File: config.mk
export PLATFORM = sky130hd
export DESIGN_NAME = irq_vec_arbiter
export DESIGN_NICKNAME = d
export VERILOG_FILES = /design/src/rtl/irq_arb_pkg.sv /design/src/rtl/irq_cfg_regs.sv /design/src/rtl/irq_prio_pick.sv /design/src/rtl/irq_ack_resp.sv /design/src/rtl/irq_vec_arbiter.sv
export SDC_FILE = /design/constraint.sdc
export NUM_CORES = 1
export LEC_CHECK = 0
export BUFFER_PORTS_ARGS = -buffer_cell sky130_fd_sc_hd__buf_4
export CELL_PAD_IN_SITES_DETAIL_PLACEMENT = 1
export CELL_PAD_IN_SITES_GLOBAL_PLACEMENT = 2
export CORE_UTILIZATION = 26
export CTS_CLUSTER_SIZE = 40
export DETAILED_ROUTE_END_ITERATION = 16
export GPL_TIMING_DRIVEN = 0
export PLACE_DENSITY_LB_ADDON = 0.1
export SLEW_MARGIN = 25
export SYNTH_ARGS = -nofsm -noshare
export SYNTH_HDL_FRONTEND = slang
export SYNTH_SLANG_ARGS = --single-unit
File: constraint.sdc
create_clock -name clk -period 3.4 [get_ports clk]
set_clock_uncertainty 0.15 [all_clocks]
set_input_delay 0.68 -clock clk [delete_from_list [all_inputs] [get_ports clk]]
set_output_delay 0.68 -clock clk [all_outputs]
set_load 0.02 [all_outputs]
File: src/rtl/irq_arb_pkg.sv
// Shared types and register addresses for the three-source vector arbiter.
package irq_arb_pkg;
    localparam int NSRC = 3;

    // Low vector bits supplied by hardware for each source; also the index
    // of the source in the per-source arrays.
    typedef enum logic [1:0] {
        SRC_A   = 2'b00,
        SRC_B   = 2'b01,
        SRC_SPI = 2'b10
    } src_code_t;

    localparam logic [1:0] ADDR_VEC     = 2'd0;
    localparam logic [1:0] ADDR_LVL_A   = 2'd1;
    localparam logic [1:0] ADDR_LVL_B   = 2'd2;
    localparam logic [1:0] ADDR_LVL_SPI = 2'd3;
endpackage

File: src/rtl/irq_cfg_regs.sv
// Configuration registers: shared vector base (bits above the two source
// bits) and one level register per source, with a combinational read mux.
// Assumes one write per cycle; reset is synchronous and active low.
module irq_cfg_regs
    import irq_arb_pkg::*;
#(
    parameter int           VEC_W   = 8,
    parameter int           LVL_W   = 3,
    parameter logic [7:0]   RST_VEC = 8'h0F
) (
    input  logic                          clk,
    input  logic                          rst_n,
    input  logic                          reg_wr,
    input  logic [1:0]                    reg_addr,
    input  logic [VEC_W-1:0]              reg_wdata,
    output logic [VEC_W-1:0]              reg_rdata,
    output logic [VEC_W-3:0]              vec_base,
    output logic [NSRC-1:0][LVL_W-1:0]    lvl
);
    localparam int BASE_W = VEC_W - 2;

    // Register updates from the bus.
    always_ff @(posedge clk) begin
        if (!rst_n) begin
            vec_base <= RST_VEC[VEC_W-1:2];
            lvl      <= '0;
        end else if (reg_wr) begin
            case (reg_addr)
                ADDR_VEC:     vec_base     <= reg_wdata[VEC_W-1:2];
                ADDR_LVL_A:   lvl[SRC_A]   <= reg_wdata[LVL_W-1:0];
                ADDR_LVL_B:   lvl[SRC_B]   <= reg_wdata[LVL_W-1:0];
                default:      lvl[SRC_SPI] <= reg_wdata[LVL_W-1:0];
            endcase
        end
    end

    // Read mux; low vector bits read back as ones.
    always_comb begin
        case (reg_addr)
            ADDR_VEC:   reg_rdata = {vec_base, 2'b11};
            ADDR_LVL_A: reg_rdata = {{(VEC_W-LVL_W){1'b0}}, lvl[SRC_A]};
            ADDR_LVL_B: reg_rdata = {{(VEC_W-LVL_W){1'b0}}, lvl[SRC_B]};
            default:    reg_rdata = {{(VEC_W-LVL_W){1'b0}}, lvl[SRC_SPI]};
        endcase
    end

    AST_LVL_HOLD: assert property (@(posedge clk) disable iff (!rst_n)
        !reg_wr |=> $stable(lvl));
    AST_BASE_HOLD: assert property (@(posedge clk) disable iff (!rst_n)
        (!reg_wr || reg_addr != ADDR_VEC) |=> $stable(vec_base));

    logic [BASE_W-1:0] unused_base_w;
    assign unused_base_w = '0;
endmodule

File: src/rtl/irq_prio_pick.sv
// Priority picker: masks each request with its level, then selects the
// highest level, breaking ties in the fixed order SPI, A, B.
// Purely combinational; clk/rst_n only clock the assertions.
module irq_prio_pick
    import irq_arb_pkg::*;
#(
    parameter int LVL_W = 3
) (
    input  logic                          clk,
    input  logic                          rst_n,
    input  logic [NSRC-1:0]               req,
    input  logic [NSRC-1:0][LVL_W-1:0]    lvl,
    output logic [LVL_W-1:0]              win_level,
    output src_code_t                     win_src
);
    logic [NSRC-1:0][LVL_W-1:0] eff;

    for (genvar g = 0; g < NSRC; g++) begin : g_eff
        // Effective level: zero unless the source is requesting.
        assign eff[g] = req[g] ? lvl[g] : '0;

        AST_WIN_IS_MAX: assert property (@(posedge clk) disable iff (!rst_n)
            win_level >= eff[g]);
    end

    // Scan in tie order (SPI, A, B); strict compare keeps the earlier one.
    always_comb begin
        win_level = '0;
        win_src   = SRC_A;
        for (int k = 0; k < NSRC; k++) begin
            automatic int s = (k == 0) ? (NSRC - 1) : (k - 1);
            if (eff[s] > win_level) begin
                win_level = eff[s];
                win_src   = src_code_t'(s[1:0]);
            end
        end
    end

    AST_WIN_REQUESTS: assert property (@(posedge clk) disable iff (!rst_n)
        (win_level != '0) |-> req[win_src]);
    AST_WIN_ENABLED: assert property (@(posedge clk) disable iff (!rst_n)
        (win_level != '0) |-> (lvl[win_src] == win_level));
endmodule

File: src/rtl/irq_ack_resp.sv
// Output stage: registers the request level and answers acknowledges with
// the vector when the acknowledged level equals the current winner.
// Assumes ack_valid is a single-cycle sample; responses appear one cycle later.
module irq_ack_resp
    import irq_arb_pkg::*;
#(
    parameter int VEC_W = 8,
    parameter int LVL_W = 3
) (
    input  logic                 clk,
    input  logic                 rst_n,
    input  logic                 ack_valid,
    input  logic [LVL_W-1:0]     ack_level,
    input  logic [LVL_W-1:0]     win_level,
    input  src_code_t            win_src,
    input  logic [VEC_W-3:0]     vec_base,
    output logic [LVL_W-1:0]     irq_level,
    output logic                 ack_hit,
    output logic                 ack_miss,
    output logic [VEC_W-1:0]     ack_vector
);
    logic match;
    assign match = (win_level != '0) && (ack_level == win_level);

    // Register the request level and the acknowledge response.
    always_ff @(posedge clk) begin
        if (!rst_n) begin
            irq_level  <= '0;
            ack_hit    <= 1'b0;
            ack_miss   <= 1'b0;
            ack_vector <= '0;
        end else begin
            irq_level  <= win_level;
            ack_hit    <= ack_valid && match;
            ack_miss   <= ack_valid && !match;
            ack_vector <= (ack_valid && match) ? {vec_base, win_src} : '0;
        end
    end

    AST_ACK_EXCL: assert property (@(posedge clk) disable iff (!rst_n)
        !(ack_hit && ack_miss));
    AST_ACK_IDLE: assert property (@(posedge clk) disable iff (!rst_n)
        !ack_valid |=> (!ack_hit && !ack_miss));
    AST_HIT_CODE: assert property (@(posedge clk) disable iff (!rst_n)
        ack_hit |-> (ack_vector[1:0] != 2'b11));
    AST_MISS_ZERO: assert property (@(posedge clk) disable iff (!rst_n)
        ack_miss |-> (ack_vector == '0));
endmodule

File: src/rtl/irq_vec_arbiter.sv
// Top: three-source interrupt vector arbiter. Connects the configuration
// registers, the priority picker and the acknowledge stage.
// Source index/code: 0 channel A, 1 channel B, 2 SPI.
module irq_vec_arbiter
    import irq_arb_pkg::*;
#(
    parameter int         VEC_W   = 8,
    parameter int         LVL_W   = 3,
    parameter logic [7:0] RST_VEC = 8'h0F
) (
    input  logic               clk,
    input  logic               rst_n,
    input  logic [2:0]         src_req,
    input  logic               reg_wr,
    input  logic [1:0]         reg_addr,
    input  logic [VEC_W-1:0]   reg_wdata,
    output logic [VEC_W-1:0]   reg_rdata,
    input  logic               ack_valid,
    input  logic [LVL_W-1:0]   ack_level,
    output logic [LVL_W-1:0]   irq_level,
    output logic               ack_hit,
    output logic               ack_miss,
    output logic [VEC_W-1:0]   ack_vector
);
    logic [VEC_W-3:0]             vec_base;
    logic [NSRC-1:0][LVL_W-1:0]   lvl;
    logic [LVL_W-1:0]             win_level;
    src_code_t                    win_src;

    irq_cfg_regs #(.VEC_W(VEC_W), .LVL_W(LVL_W), .RST_VEC(RST_VEC)) u_regs (
        .clk(clk), .rst_n(rst_n), .reg_wr(reg_wr), .reg_addr(reg_addr),
        .reg_wdata(reg_wdata), .reg_rdata(reg_rdata),
        .vec_base(vec_base), .lvl(lvl)
    );

    irq_prio_pick #(.LVL_W(LVL_W)) u_pick (
        .clk(clk), .rst_n(rst_n), .req(src_req), .lvl(lvl),
        .win_level(win_level), .win_src(win_src)
    );

    irq_ack_resp #(.VEC_W(VEC_W), .LVL_W(LVL_W)) u_ack (
        .clk(clk), .rst_n(rst_n), .ack_valid(ack_valid), .ack_level(ack_level),
        .win_level(win_level), .win_src(win_src), .vec_base(vec_base),
        .irq_level(irq_level), .ack_hit(ack_hit), .ack_miss(ack_miss),
        .ack_vector(ack_vector)
    );
endmodule

# Word-level counts from Yosys, hierarchy flattened
# Cells that the tools add are included.
# W data, S select, Z words.
op_classes:
  muxes: 10
  bitwise_logic: 3
  magnitude_cmp: 3
  n_eq_ne: 3
  reduce_logical: 13
op_table:
  columns: ["cell", "n"]
  rows:
  - ["$pmux W8 S3", 1]
  - ["$mux W3", 6]
  - ["$reduce_and A2 Y1", 5]
  - ["$gt A3 B3 Y1", 2]
  - ["$reduce_or A4 Y1", 1]
  - ["$eq A3 B3 Y1", 1]
  - ["$gt A3 B1 Y1 const B", 1]
  - ["$logic_and A1 B1 Y1", 3]
  - ["$not A1 Y1", 3]
  - ["$reduce_bool A3 Y1", 1]
  - ["$reduce_or A3 Y1", 1]
  - ["$eq A2 B1 Y1 const B", 1]
  - ["$eq A2 B2 Y1 const B", 1]
  - ["$logic_not A2 Y1", 1]
  - ["$mux W1", 2]
  - ["$mux W2", 1]
  - ["$logic_not A1 Y1", 1]
word_totals:
  out_inout_bits: 21
  reg_bits: 28
  wordCells: 41
  input_bits: 20

# Depth between registers and ports, before layout
depth:
  depth_word: 12
  mapped_depth: 15
  depth_no_buf: 15

# By module
# Synthesis repeated with hierarchy kept, for this count alone.
hier_totals:
  cells_unflattened: 153
  area_unflattened_um2: 1411.4
by_module_without_submodules:
  columns: ["mod", "n_inst", "area_per_inst_um2", "seq_area_each_um2", "cells_each"]
  rows:
  - ["irq_cfg_regs", 1, 721.9, 300.3, 74]
  - ["irq_ack_resp", 1, 416.6, 260.2, 43]
  - ["irq_prio_pick", 1, 272.8, 0.0, 36]

# Least setup slack after synthesis
# OpenSTA, ideal clock, no wires.
synth_timing:
  path_type: "in2reg"
  start: "input port src_req[0]"
  end: "register u_ack.ack_vector[1]"
  setup_ps: 88
  path_stages: 13
  required_ps: 3162
  path_slack_ps: -91
  t_arrival_ps: 3253
  path_buffers: 0
  cell_sequence: "and2_1 > ha_1 > nand2b_1 > a21oi_4 > mux2_4 > ha_1 > a21oi_2 > a32oi_2 > a31o_1 > o21ai_4 > xor2_2 > nand3_4 > nor4_2"
synth_between:
  elab_chain_len: 10
  elab_cells_between_ends: 11
  classes_between: "2 x order compare; 1 x eq/ne; 3 x mux; 1 x bitwise; 4 x reduce/logical"
synth_lines:
  columns: ["element", "line", "source"]
  rows:
  - ["from (decl)", "irq_vec_arbiter.sv:13", "input logic [2:0] src_req,"]
  - ["$mux W3 *", "irq_prio_pick.sv:20", "assign eff[g] = req[g] ? lvl[g] : '0;"]
  - ["$gt A3 B3 Y1", "irq_prio_pick.sv:32", "if (eff[s] > win_level) begin"]
  - ["$mux W3", "irq_prio_pick.sv:32", null]
  - ["$gt A3 B3 Y1", "irq_prio_pick.sv:32", null]
  - ["$mux W3", "irq_prio_pick.sv:32", null]
  - ["$eq A3 B3 Y1 or $reduce_bool A3 Y1 (tied branches)", "irq_ack_resp.sv:23", "assign match = (win_level != '0) && (ack_level == win_level);"]
  - ["$logic_and A1 B1 Y1", "irq_ack_resp.sv:23", null]
  - ["$logic_and A1 B1 Y1", "irq_ack_resp.sv:36", "ack_vector <= (ack_valid && match) ? {vec_base, win_src} : '0;"]
  - ["$not A1 Y1 (no line)", null, null]
  - ["$reduce_or A4 Y1 (no line) *", null, null]
  - ["to (signal assigned)", "irq_ack_resp.sv:36", null]
  - ["to (decl)", "irq_ack_resp.sv:20", "output logic [VEC_W-1:0] ack_vector"]
# Every way passes the cells marked *; elsewhere a longest branch is shown, timed or not.
# A chain may end at the register's enable or synchronous reset.

# Worst setup path in the final report
# Ends and elaborated chain as after synthesis.

==> results.rst <==
.. list-table::
   :header-rows: 1

   * - Metric
     - Value
   * - DP Wirelength
     - slightly below 3000 um
   * - Core region area
     - 5140 um^2
   * - Largest net degree at the start of global routing
     - 15
   * - Max Buffers Root-to-Sink
     - 2
   * - Ant. Diodes
     - 0
   * - Dominant cell type by area after synthesis
     - sky130_fd_sc_hd__dfxtp_1
   * - Least setup slack across all paths after layout
     - 0.00194 ns
   * - Setup slack on the worst flop-to-flop path
     - 0.11 ns
   * - Final max-slew violation count
     - 0
   * - Filler cells
     - 653
   * - Synth unique cells
     - 31
   * - Most common library cell in the layout ignoring fill and taps
     - sky130_fd_sc_hd__buf_4
   * - Class of the worst hold path
     - register to register
   * - Post-placement worst setup slack
     - -0.519 ns
   * - Final weighted congestion of routability-driven global placement
     - 0.802
   * - # IOs
     - 41
   * - Final TNS setup
     - 0 ns
   * - Post-route cell area
     - 1950 um^2
   * - Vertical die dimension
     - 75.3 um
   * - First-pass GRT wire length
     - 6020 um
   * - Max Cap Viol
     - 0
   * - DR vias/cell
     - 4.53
   * - DP Area
     - 1790 um^2
   * - Count of final setup violators
     - 0
   * - H-Tree Depth
     - 1
   * - Multi-input gate area in the final layout
     - roughly 910 um^2
   * - DRC violations left
     - 0
   * - Min Tclk post-route
     - 3.40 ns
   * - Power Total
     - 683 uW
   * - Latest clock arrival within the worst-skew pair
     - 0.27 ns
   * - Number of DRC markers in iteration 0
     - 25
   * - Hold endpoint
     - u_ack.ack_vector[5]
   * - Final Hold Viols
     - 0
   * - Portion of the clock cycle consumed by the worst path in the final layout
     - 99.9%
   * - Worst r2r path cells
     - 13
   * - Critical path start-end classification
     - input port to register
   * - Average wire per cell in the routed design
     - 13.9 um
   * - RSZ-0062 raised after global routing
     - yes
   * - Highest fanout seen on the critical path
     - 6
   * - Relative area change from synthesis to final layout
     - 39.7%
   * - Total routing usage reported by global routing
     - 14.5%
   * - Area share of the leading cell type in the synthesized netlist
     - 40.1%
   * - Proportion of layout cells with a drive suffix above 1
     - 34.3%
   * - Sequential share of the synthesized area
     - 40.1%
   * - Dpl cells
     - 266
   * - Effective utilization at floorplan
     - 27.2%
   * - Number of antenna violations at the first check in global routing
     - 0
   * - Crit path arrival time
     - 3.39 ns
   * - Combined flip-flop and latch cell area
     - approximately 560 um^2
   * - Total nets after synthesis
     - roughly 180
   * - Hold-critical path depth
     - 2
   * - Reg2reg start
     - u_regs.lvl[8]
   * - Clock-pin slew reported for the worst setup and hold paths after clock tree synthesis
     - ~0.10 ns
   * - Share of power burned in combinational logic
     - 23.0%
   * - P_sw
     - approximately 190 uW
   * - Die ar.
     - 5670 um^2
   * - Vias
     - between 1000 and 1500
   * - Netlist area before placement
     - roughly 1400 um^2
   * - Start point of the worst min-delay path
     - u_regs.vec_base[3]
   * - Number of standard-cell rows in the floorplan
     - 26
   * - Post-Synthesis Cells
     - 158
   * - Number of buffers inserted by hold repair at cts
     - 0
   * - Setup crit start kind
     - input port
   * - Via count of the first global-routing pass
     - 1254
   * - Number of warnings printed during yosys synthesis
     - 0
   * - Fraction of power consumed by sequential logic
     - 50.5%
   * - Max-slew headroom
     - 46.7%
   * - Commonest cells after routing, fill and taps aside
     - sky130_fd_sc_hd__buf_4, sky130_fd_sc_hd__nand2_1, sky130_fd_sc_hd__dfxtp_1
   * - Master cell of the clock root buffer
     - sky130_fd_sc_hd__clkbuf_8
   * - Clock tree from TritonCTS
     - done
   * - Total CTS buffers
     - 3
   * - Switching fraction of total power
     - 28.4%
   * - Top cells by area, synth
     - sky130_fd_sc_hd__dfxtp_1, sky130_fd_sc_hd__nand2_1, sky130_fd_sc_hd__mux2i_1
   * - Worst hold slack
     - 0.300 ns
   * - Routed Wire Length
     - 3810 um
   * - Terminus of the critical flop-to-flop path
     - u_ack.ack_vector[1]
   * - Number of nets in the finished design
     - 232
   * - Transition time of the tightest slew-check pin
     - approximately 0.8 ns
   * - Aggregate global routing overflow
     - 0
   * - Clock power frac
     - about a quarter
   * - Port Buffers
     - 38
   * - Count of clock tree sinks
     - 28
   * - 1st-pass router iterations
     - 3
   * - Timing-limited maximum frequency
     - between 0.2 and 0.3 GHz
   * - Mean Syn Cell Area
     - 8.85 um^2
   * - Post-route insts no fill
     - around 270
   * - Areal power density over the cells
     - approximately 350 nW/um^2
   * - Status
     - finished, final reports clean
   * - Int Power
     - 489 uW
   * - Critical Path RT
     - 3.39 ns
   * - P_leak
     - 0.874 nW
   * - Worst IR Drop VDD
     - 139 uV
   * - Chip width
     - between 70 and 80 um
   * - Type of destination of the critical path
     - register
   * - Synthesis-stage register bit count
     - 28
   * - Count of nets left with antenna violations after detail routing
     - 0
   * - Core occupancy in the finished layout
     - 38.0%
## routing by layer
layer,part of all wire [%],wire (um),GRT usage [%]
met5,0,0,0
met4,1.0,38,4.94
met3,3.2,120,1.59
met2,52,1990,26.2
met1,44,1660,17.9
## cells by family after synthesis
kind of cell | count (synthesis) | share of synthesized area, %
buffers and inverters | 8 | 2.15
adder cells (fa/ha/maj) | 6 | 5.37
AND/OR/NAND/NOR | 80 | 26.9
flip-flops | 28 | 40.1
multiplexers | 14 | 11.6
AO/OA/AOI/OAI | 20 | 11.5
XOR/XNOR | 2 | 2.33
## sequential cells by signal (all words and copies together) (netlist names)
signal / cells
u_ack.ack_hit: 1
u_ack.ack_miss: 1
u_ack.ack_vector: 8
u_ack.irq_level: 3
u_regs.lvl: 9
u_regs.vec_base: 6
## how the worst max path moves through the flow
| stage | start | end | cells past startpoint | slack, ns |
|---|---|---|---|---|
| floorplan | src_req[0] | u_ack.ack_vector[1] | 13 | -0.03 |
| global route | src_req[2] | u_ack.ack_vector[1] | 15 | -0.14 |
| global placement | src_req[0] | u_ack.ack_vector[1] | 15 | -0.40 |
| finish | src_req[0] | u_ack.ack_vector[1] | 14 | 0.002 |
| CTS | src_req[2] | u_ack.ack_vector[1] | 14 | -0.04 |
| detailed placement | src_req[0] | u_ack.ack_vector[1] | 15 | -0.52 |
## power by group through the flow
stage / clock network, mW / logic [mW] / registers (mW)
2_1_floorplan: 0 / 0.0823 / 0.355
3_3_place_gp: 0 / 0.133 / 0.352
3_5_place_dp: 0 / 0.137 / 0.352
4_1_cts: 0.192 / 0.153 / 0.345
5_1_grt: 0.203 / 0.171 / 0.346
6_report: 0.181 / 0.157 / 0.345
## layout make-up
class	count	area share (%)
multi-input combinational	123	46.6
sequential	28	28.7
clock buffer	3	2.11
timing repair buffer	42	16.5
tap	70	4.48
inverter	3	0.577
buffer	5	0.961
## what timing repair did
action / CTS / global route
setup endpoints to repair: 10 / 10
pin swaps: 10 / 6
buffers inserted: 3 / 1
cloned: 1 / 0
gates resized for setup: 11 / 5
## Yosys cell counts
| master | instances |
|---|---|
| sky130_fd_sc_hd__nand2_1 | 32 |
| sky130_fd_sc_hd__dfxtp_1 | 28 |
| sky130_fd_sc_hd__nor2_1 | 26 |
| sky130_fd_sc_hd__and2_1 | 11 |
| sky130_fd_sc_hd__mux2i_1 | 11 |
| sky130_fd_sc_hd__a21oi_1 | 7 |
| sky130_fd_sc_hd__ha_1 | 6 |
| sky130_fd_sc_hd__clkbuf_1 | 5 |
| sky130_fd_sc_hd__nand3_1 | 4 |
| sky130_fd_sc_hd__inv_1 | 3 |
| sky130_fd_sc_hd__a31oi_1 | 2 |
| sky130_fd_sc_hd__mux2_4 | 2 |
| sky130_fd_sc_hd__nand2b_1 | 2 |
| sky130_fd_sc_hd__nand3b_1 | 2 |
| sky130_fd_sc_hd__a21boi_0 | 1 |
| sky130_fd_sc_hd__a21oi_2 | 1 |
| sky130_fd_sc_hd__a21oi_4 | 1 |
| sky130_fd_sc_hd__a31o_1 | 1 |
| sky130_fd_sc_hd__a32oi_2 | 1 |
| sky130_fd_sc_hd__a41o_1 | 1 |
| sky130_fd_sc_hd__mux4_2 | 1 |
| sky130_fd_sc_hd__nand3_4 | 1 |
| sky130_fd_sc_hd__nand3b_2 | 1 |
| sky130_fd_sc_hd__nor4_2 | 1 |
| sky130_fd_sc_hd__o21ai_1 | 1 |
| sky130_fd_sc_hd__o21ai_2 | 1 |
| sky130_fd_sc_hd__o21ai_4 | 1 |
| sky130_fd_sc_hd__o21bai_1 | 1 |
| sky130_fd_sc_hd__o311ai_0 | 1 |
| sky130_fd_sc_hd__xnor2_2 | 1 |
| sky130_fd_sc_hd__xor2_2 | 1 |
## critical path, stage by stage
cell,delay [ns]
sky130_fd_sc_hd__buf_8,0.10
sky130_fd_sc_hd__and2_4,0.16
sky130_fd_sc_hd__ha_4,0.28
sky130_fd_sc_hd__nand2b_4,0.06
sky130_fd_sc_hd__a21oi_4,0.24
sky130_fd_sc_hd__mux2_4,0.35
sky130_fd_sc_hd__ha_4,0.25
sky130_fd_sc_hd__a21oi_4,0.18
sky130_fd_sc_hd__a32oi_4,0.09
sky130_fd_sc_hd__a41o_1,0.24
sky130_fd_sc_hd__o21ai_2,0.20
sky130_fd_sc_hd__mux2_4,0.36
sky130_fd_sc_hd__nand3_4,0.13
sky130_fd_sc_hd__nor4_2,0.06
No activity file was read; power rests on OpenSTA's default activity.
